--- src/rtl/intc_front_pkg.sv ---
package intc_front_pkg;

    typedef enum logic [1:0] {
        SLOT_CTRL  = 2'd0,
        SLOT_CAPS  = 2'd1,
        SLOT_IDENT = 2'd2,
        SLOT_NONE  = 2'd3
    } slot_e;

    localparam int unsigned PRIV_IRQS = 32;

    function automatic logic [31:0] make_caps_word(int unsigned nspi, int unsigned ncpu);
        logic [31:0] w;
        w      = '0;
        w[4:0] = 5'((nspi + PRIV_IRQS) / 32 - 1);
        w[7:5] = 3'(ncpu - 1);
        return w;
    endfunction

    function automatic logic [31:0] make_ident_word(logic [7:0] prod, logic [3:0] rev,
                                                    logic [11:0] impl);
        logic [31:0] w;
        w        = '0;
        w[31:24] = prod;
        w[15:12] = rev;
        w[11:0]  = impl;
        return w;
    endfunction

endpackage

--- src/rtl/intc_front_decode.sv ---
module intc_front_decode
    import intc_front_pkg::*;
#(
    parameter int ADDR_W = 4
) (
    input  logic              req,
    input  logic              we,
    input  logic [ADDR_W-1:0] addr,
    input  logic [3:0]        strobe,
    output logic              rd_ok,
    output logic              wr_ok,
    output slot_e             slot
);

    logic aligned;
    logic in_win;

    assign aligned = (addr[1:0] == 2'b00);

    generate
        if (ADDR_W > 4) begin : g_upper
            assign in_win = (addr[ADDR_W-1:4] == '0);
        end else begin : g_flat
            assign in_win = 1'b1;
        end
    endgenerate

    assign slot  = slot_e'(addr[3:2]);
    assign rd_ok = req && !we && aligned && in_win;
    assign wr_ok = req && we && aligned && in_win && (strobe == 4'hF);

endmodule

--- src/rtl/intc_front_words.sv ---
module intc_front_words
    import intc_front_pkg::*;
#(
    parameter int          NUM_SPI    = 64,
    parameter int          NUM_CPU    = 4,
    parameter int          REVISION   = 2,
    parameter logic [7:0]  PRODUCT_ID = 8'h4B,
    parameter logic [11:0] IMPL_CODE  = 12'h43B
) (
    input  logic        rd_en,
    input  slot_e       slot,
    input  logic        enable,
    input  logic [31:0] cfg_wdata,
    output logic [31:0] rdata,
    output logic        ident_match,
    output logic        grp_cfg
);

    localparam logic [31:0] CAPS_WORD  = make_caps_word(NUM_SPI, NUM_CPU);
    localparam logic [31:0] IDENT_WORD = make_ident_word(PRODUCT_ID, 4'(REVISION), IMPL_CODE);
    localparam logic        GRP_CFG    = (REVISION >= 2);

    always_comb begin
        rdata = '0;
        if (rd_en) begin
            unique case (slot)
                SLOT_CTRL:  rdata = {31'b0, enable};
                SLOT_CAPS:  rdata = CAPS_WORD;
                SLOT_IDENT: rdata = IDENT_WORD;
                default:    rdata = '0;
            endcase
        end
    end

    assign ident_match = (cfg_wdata == IDENT_WORD);
    assign grp_cfg     = GRP_CFG;

endmodule

--- src/rtl/intc_front_ctrl.sv ---
module intc_front_ctrl #(
    parameter int NUM_CPU = 4
) (
    input  logic               clk,
    input  logic               rst_n,
    input  logic               bus_wr_ctrl,
    input  logic               bus_wbit,
    input  logic               cfg_wr_ctrl,
    input  logic               cfg_wbit,
    input  logic               cfg_wr_ident,
    input  logic               ident_match,
    output logic               en_o,
    output logic [NUM_CPU-1:0] kick_o,
    output logic               err_o
);

    typedef struct packed {
        logic               en;
        logic [NUM_CPU-1:0] kick;
        logic               err;
    } ctrl_st_t;

    ctrl_st_t st_d;
    ctrl_st_t st_q;

    always_comb begin
        st_d      = st_q;
        st_d.kick = '0;
        st_d.err  = 1'b0;
        if (bus_wr_ctrl) begin
            st_d.en = bus_wbit;
        end else if (cfg_wr_ctrl) begin
            st_d.en = cfg_wbit;
        end
        if (!st_q.en && st_d.en) begin
            st_d.kick = '1;
        end
        if (cfg_wr_ident && !ident_match) begin
            st_d.err = 1'b1;
        end
    end

    always_ff @(posedge clk) begin
        if (!rst_n) begin
            st_q <= '0;
        end else begin
            st_q <= st_d;
        end
    end

    assign en_o   = st_q.en;
    assign kick_o = st_q.kick;
    assign err_o  = st_q.err;

endmodule

--- src/rtl/intc_front_regs.sv ---
module intc_front_regs
    import intc_front_pkg::*;
#(
    parameter int          ADDR_W     = 4,
    parameter int          NUM_SPI    = 64,
    parameter int          NUM_CPU    = 4,
    parameter int          REVISION   = 2,
    parameter logic [7:0]  PRODUCT_ID = 8'h4B,
    parameter logic [11:0] IMPL_CODE  = 12'h43B
) (
    input  logic               clk,
    input  logic               rst_n,
    input  logic               bus_req,
    input  logic               bus_we,
    input  logic [ADDR_W-1:0]  bus_addr,
    input  logic [31:0]        bus_wdata,
    input  logic [3:0]         bus_be,
    output logic [31:0]        bus_rdata,
    input  logic               cfg_req,
    input  logic [ADDR_W-1:0]  cfg_addr,
    input  logic [31:0]        cfg_wdata,
    output logic               cfg_err_o,
    output logic [NUM_CPU-1:0] kick_o,
    output logic               grp_cfg_o
);

    logic  bus_rd_ok, bus_wr_ok;
    logic  cfg_rd_ok, cfg_wr_ok;
    slot_e bus_slot, cfg_slot;
    logic  enable_w;
    logic  ident_match;

    intc_front_decode #(.ADDR_W(ADDR_W)) u_bus_dec (
        .req    (bus_req),
        .we     (bus_we),
        .addr   (bus_addr),
        .strobe (bus_be),
        .rd_ok  (bus_rd_ok),
        .wr_ok  (bus_wr_ok),
        .slot   (bus_slot)
    );

    intc_front_decode #(.ADDR_W(ADDR_W)) u_cfg_dec (
        .req    (cfg_req),
        .we     (1'b1),
        .addr   (cfg_addr),
        .strobe (4'hF),
        .rd_ok  (cfg_rd_ok),
        .wr_ok  (cfg_wr_ok),
        .slot   (cfg_slot)
    );

    intc_front_words #(
        .NUM_SPI    (NUM_SPI),
        .NUM_CPU    (NUM_CPU),
        .REVISION   (REVISION),
        .PRODUCT_ID (PRODUCT_ID),
        .IMPL_CODE  (IMPL_CODE)
    ) u_words (
        .rd_en       (bus_rd_ok),
        .slot        (bus_slot),
        .enable      (enable_w),
        .cfg_wdata   (cfg_wdata),
        .rdata       (bus_rdata),
        .ident_match (ident_match),
        .grp_cfg     (grp_cfg_o)
    );

    intc_front_ctrl #(.NUM_CPU(NUM_CPU)) u_ctrl (
        .clk          (clk),
        .rst_n        (rst_n),
        .bus_wr_ctrl  (bus_wr_ok && (bus_slot == SLOT_CTRL)),
        .bus_wbit     (bus_wdata[0]),
        .cfg_wr_ctrl  (cfg_wr_ok && (cfg_slot == SLOT_CTRL)),
        .cfg_wbit     (cfg_wdata[0]),
        .cfg_wr_ident (cfg_wr_ok && (cfg_slot == SLOT_IDENT) && !cfg_rd_ok),
        .ident_match  (ident_match),
        .en_o         (enable_w),
        .kick_o       (kick_o),
        .err_o        (cfg_err_o)
    );

endmodule

--- config.mk ---
export PLATFORM = sky130hd
export DESIGN_NAME = intc_front_regs
export DESIGN_NICKNAME = d
export VERILOG_FILES = /design/src/rtl/intc_front_pkg.sv /design/src/rtl/intc_front_decode.sv /design/src/rtl/intc_front_words.sv /design/src/rtl/intc_front_ctrl.sv /design/src/rtl/intc_front_regs.sv
export SDC_FILE = /design/constraint.sdc
export NUM_CORES = 1
export LEC_CHECK = 0
export CAP_MARGIN = 20
export CORE_MARGIN = 2
export CORE_UTILIZATION = 19
export DETAILED_ROUTE_END_ITERATION = 6
export PLACE_DENSITY = 0.82
export SYNTH_ARGS = -nofsm -noshare
export SYNTH_HDL_FRONTEND = slang
export SYNTH_SLANG_ARGS = --single-unit
--- constraint.sdc ---
create_clock -name clk -period 1.9 [get_ports clk]
set_clock_uncertainty 0.15 [all_clocks]
set_input_delay 0.38 -clock clk [delete_from_list [all_inputs] [get_ports clk]]
set_output_delay 0.38 -clock clk [all_outputs]
set_load 0.02 [all_outputs]
==> flow_summary.ini <==
[status]
outcome = completed

[flow_run]
maxCapViolCount = 0

[critical_path]
cp_max_fo = 8
worst_ep_arrival_time_ns = 1.35
required_ns = 1.37
startpoint_type = input port
crit_type = in -> out
cp-end-kind = output port

[hold_path]
hold_path_class = reg -> reg

[power_and_ir_drop]
max-vdd-ir-drop_mv = 0.424
p_sw_mw = 0.108
finalPower_mw = 0.357
comb_power_share_pct = 49.2
powerDensity_nw_per_um2 = 303
seqPwrFrac_pct = 18.0
p_int_mw = 0.249
clockPowerShare_pct = 32.8
swShare_pct = 30.4
leakage_nw = 0.517

[synthesis]
synth_edf_count = 0
syn_inst = 76
ys_ff_latch = 3
yosysSeqAreaShare_pct = 10.3
syn_area_per_cell_um2 = 7.69
ys_types = 24
synth_area_um2 = 584
synth_top_flop_cell = dfxtp_1
synth_warnings = 0
async_flop_share_pct = 0

[die]
start_util_pct = 19.6
io_pins = 119
die_w_um = 59.5
core_um2 = 2980
row_count = 20
die_h_um = 59.5
die_area_um2 = 3530

[layout]
fillers = 316
fin_nets = 221
design_area_um2 = 1180
layout-drive-gt1-share_pct = 22.1
layout_commonest_cell = clkdlybuf4s50_1
antenna_cells = 0
final_cell_mix = clkdlybuf4s50_1 (48), conb_1 (21), buf_6 (10), nand2_1 (5)
syn_to_final_growth_pct = 102

[clock_tree]
post_cts_buffers = 0
cts_buffers = 3
cts_buffer_depth = 2
cts_sinks = 3
tritoncts = built
clk_latency_ns = 0.24
clk_pin_slew_ns = 0.04
ctsHtreeMaxLevel = 1
root_buffer = clkbuf_4

[drt]
viasPerCell = 3.76
routed-wl-met2_um = 995
vias = 635
met3_length_um = 111
detail-route-antenna-nets = 0
met1_length_um = 554
drc = 0
first_pass_iters = 3
drt-wirelength-per-cell_um = 9.82
first_iter_violations = 6
drt_wl_total_mm = 1.66
top_layer_used = met3

[sta]
setup_viol = 0
post-route-period-util_pct = 99.1
finalCriticalPeriod_ns = 1.88
max_freq_ghz = 0.531
rsz0062_at_grt = true
finalSetupTns_ns = 0
timing.final.hold_violations = 0
drv_slew = 0

[global_route]
grt_pass1_wl_mm = 2.45
grt_usage_pct = 8.90
antenna_found_initial = 0
grt_start_max_net_pins = 9
grt_pass1_vias = 580
grt-ovfl-total = 0

[placed_design]
hpwl_mm = 1.47
dpl_cell_area_um2 = 1140
numPortBuffers = 66
routabilityCongestion = 0.675
final timing paths:
check                           to  slack (ns)  cells past startpoint         from
setup / recovery     bus_rdata[27]        0.02                      5  bus_addr[1]
hold reg to reg   u_ctrl.kick_o[2]        0.34                      1  u_ctrl.en_o
setup reg to reg       u_ctrl.en_o        1.01                      3  u_ctrl.en_o
hold / removal    u_ctrl.kick_o[2]        0.34                      1  u_ctrl.en_o
critical path, stage by stage:
cell    delay [ns]
buf_6         0.09
or3b_4        0.40
nor2_4        0.11
and2_4        0.23
buf_6         0.14
power groups by stage:
stage / clock network (mW) / registers (mW) / logic (mW)
global placement: 0 / 0.0654 / 0.172
detailed placement: 0 / 0.0655 / 0.173
floorplan: 0 / 0.0657 / 0.0930
finish: 0.117 / 0.0644 / 0.176
global route: 0.126 / 0.0644 / 0.190
CTS: 0.119 / 0.0645 / 0.174
cells by family after synthesis:
group,share of synthesized area [%]
flip-flops,10.3
adder cells (fa/ha/maj),6.42
multiplexers,1.71
buffers and inverters,42.4
other,1.29
AO/OA/AOI/OAI,3.85
AND/OR/NAND/NOR,34.0
synth_stat cells (2+ instances only):
| cell type | number | area share, % |
|---|---|---|
| and2_1 | 4 | 4.3 |
| buf_4 | 32 | 41 |
| conb_1 | 2 | 1.3 |
| dfxtp_1 | 3 | 10 |
| ha_1 | 3 | 6.4 |
| inv_1 | 2 | 1.3 |
| nand2_1 | 5 | 3.2 |
| nand4_1 | 2 | 2.1 |
| nor2_1 | 3 | 1.9 |
| nor3b_2 | 2 | 4.3 |
| nor4_1 | 3 | 3.2 |
| nor4b_1 | 2 | 3.0 |
| o21ai_0 | 2 | 1.7 |
metal layers:
metal / track usage, % / vias to the layer above
met2: 17.1 / 29
met1: 9.62 / 281
met4: 0.974 / 0
met5: 0 / -
met3: 2.84 / 0
li1: - / 325
registers in the layout, indices dropped and copies added, names as in the netlist:
name,flops
u_ctrl.en_o,1
u_ctrl.err_o,1
u_ctrl.kick_o,1
cell type report:
class / instances / area, um2 / area share [%]
clock buffers: 4 / 26.3 / 2.23
multi-input cells: 58 / 369 / 31.3
flip-flops and latches: 3 / 60.1 / 5.10
inverters: 2 / 7.51 / 0.637
repair buffers: 69 / 674 / 57.2
well taps: 33 / 41.3 / 3.50
per-stage QoR:
stage | hold slack [ns] | worst slack [ns] | cells | util, %
global route | 0.354 | -0.0319 | 169 | 39.6
global placement | 0.326 | -0.880 | 165 | 38.3
detailed placement | 0.332 | -0.908 | 165 | 38.3
floorplan | 0.286 | 0.0213 | 95 | -
finish | 0.338 | 0.0180 | 169 | 39.6
CTS | 0.343 | -0.0136 | 169 | 39.0
what timing repair did:
action                                 4_1_cts  5_1_grt
hold buffers                                 0        0
setup endpoints to repair                   12       12
resized for setup                           83        4
pin swaps                                    3        4
endpoints found under the hold margin        0        0
(Power assumes the default switching activity.)
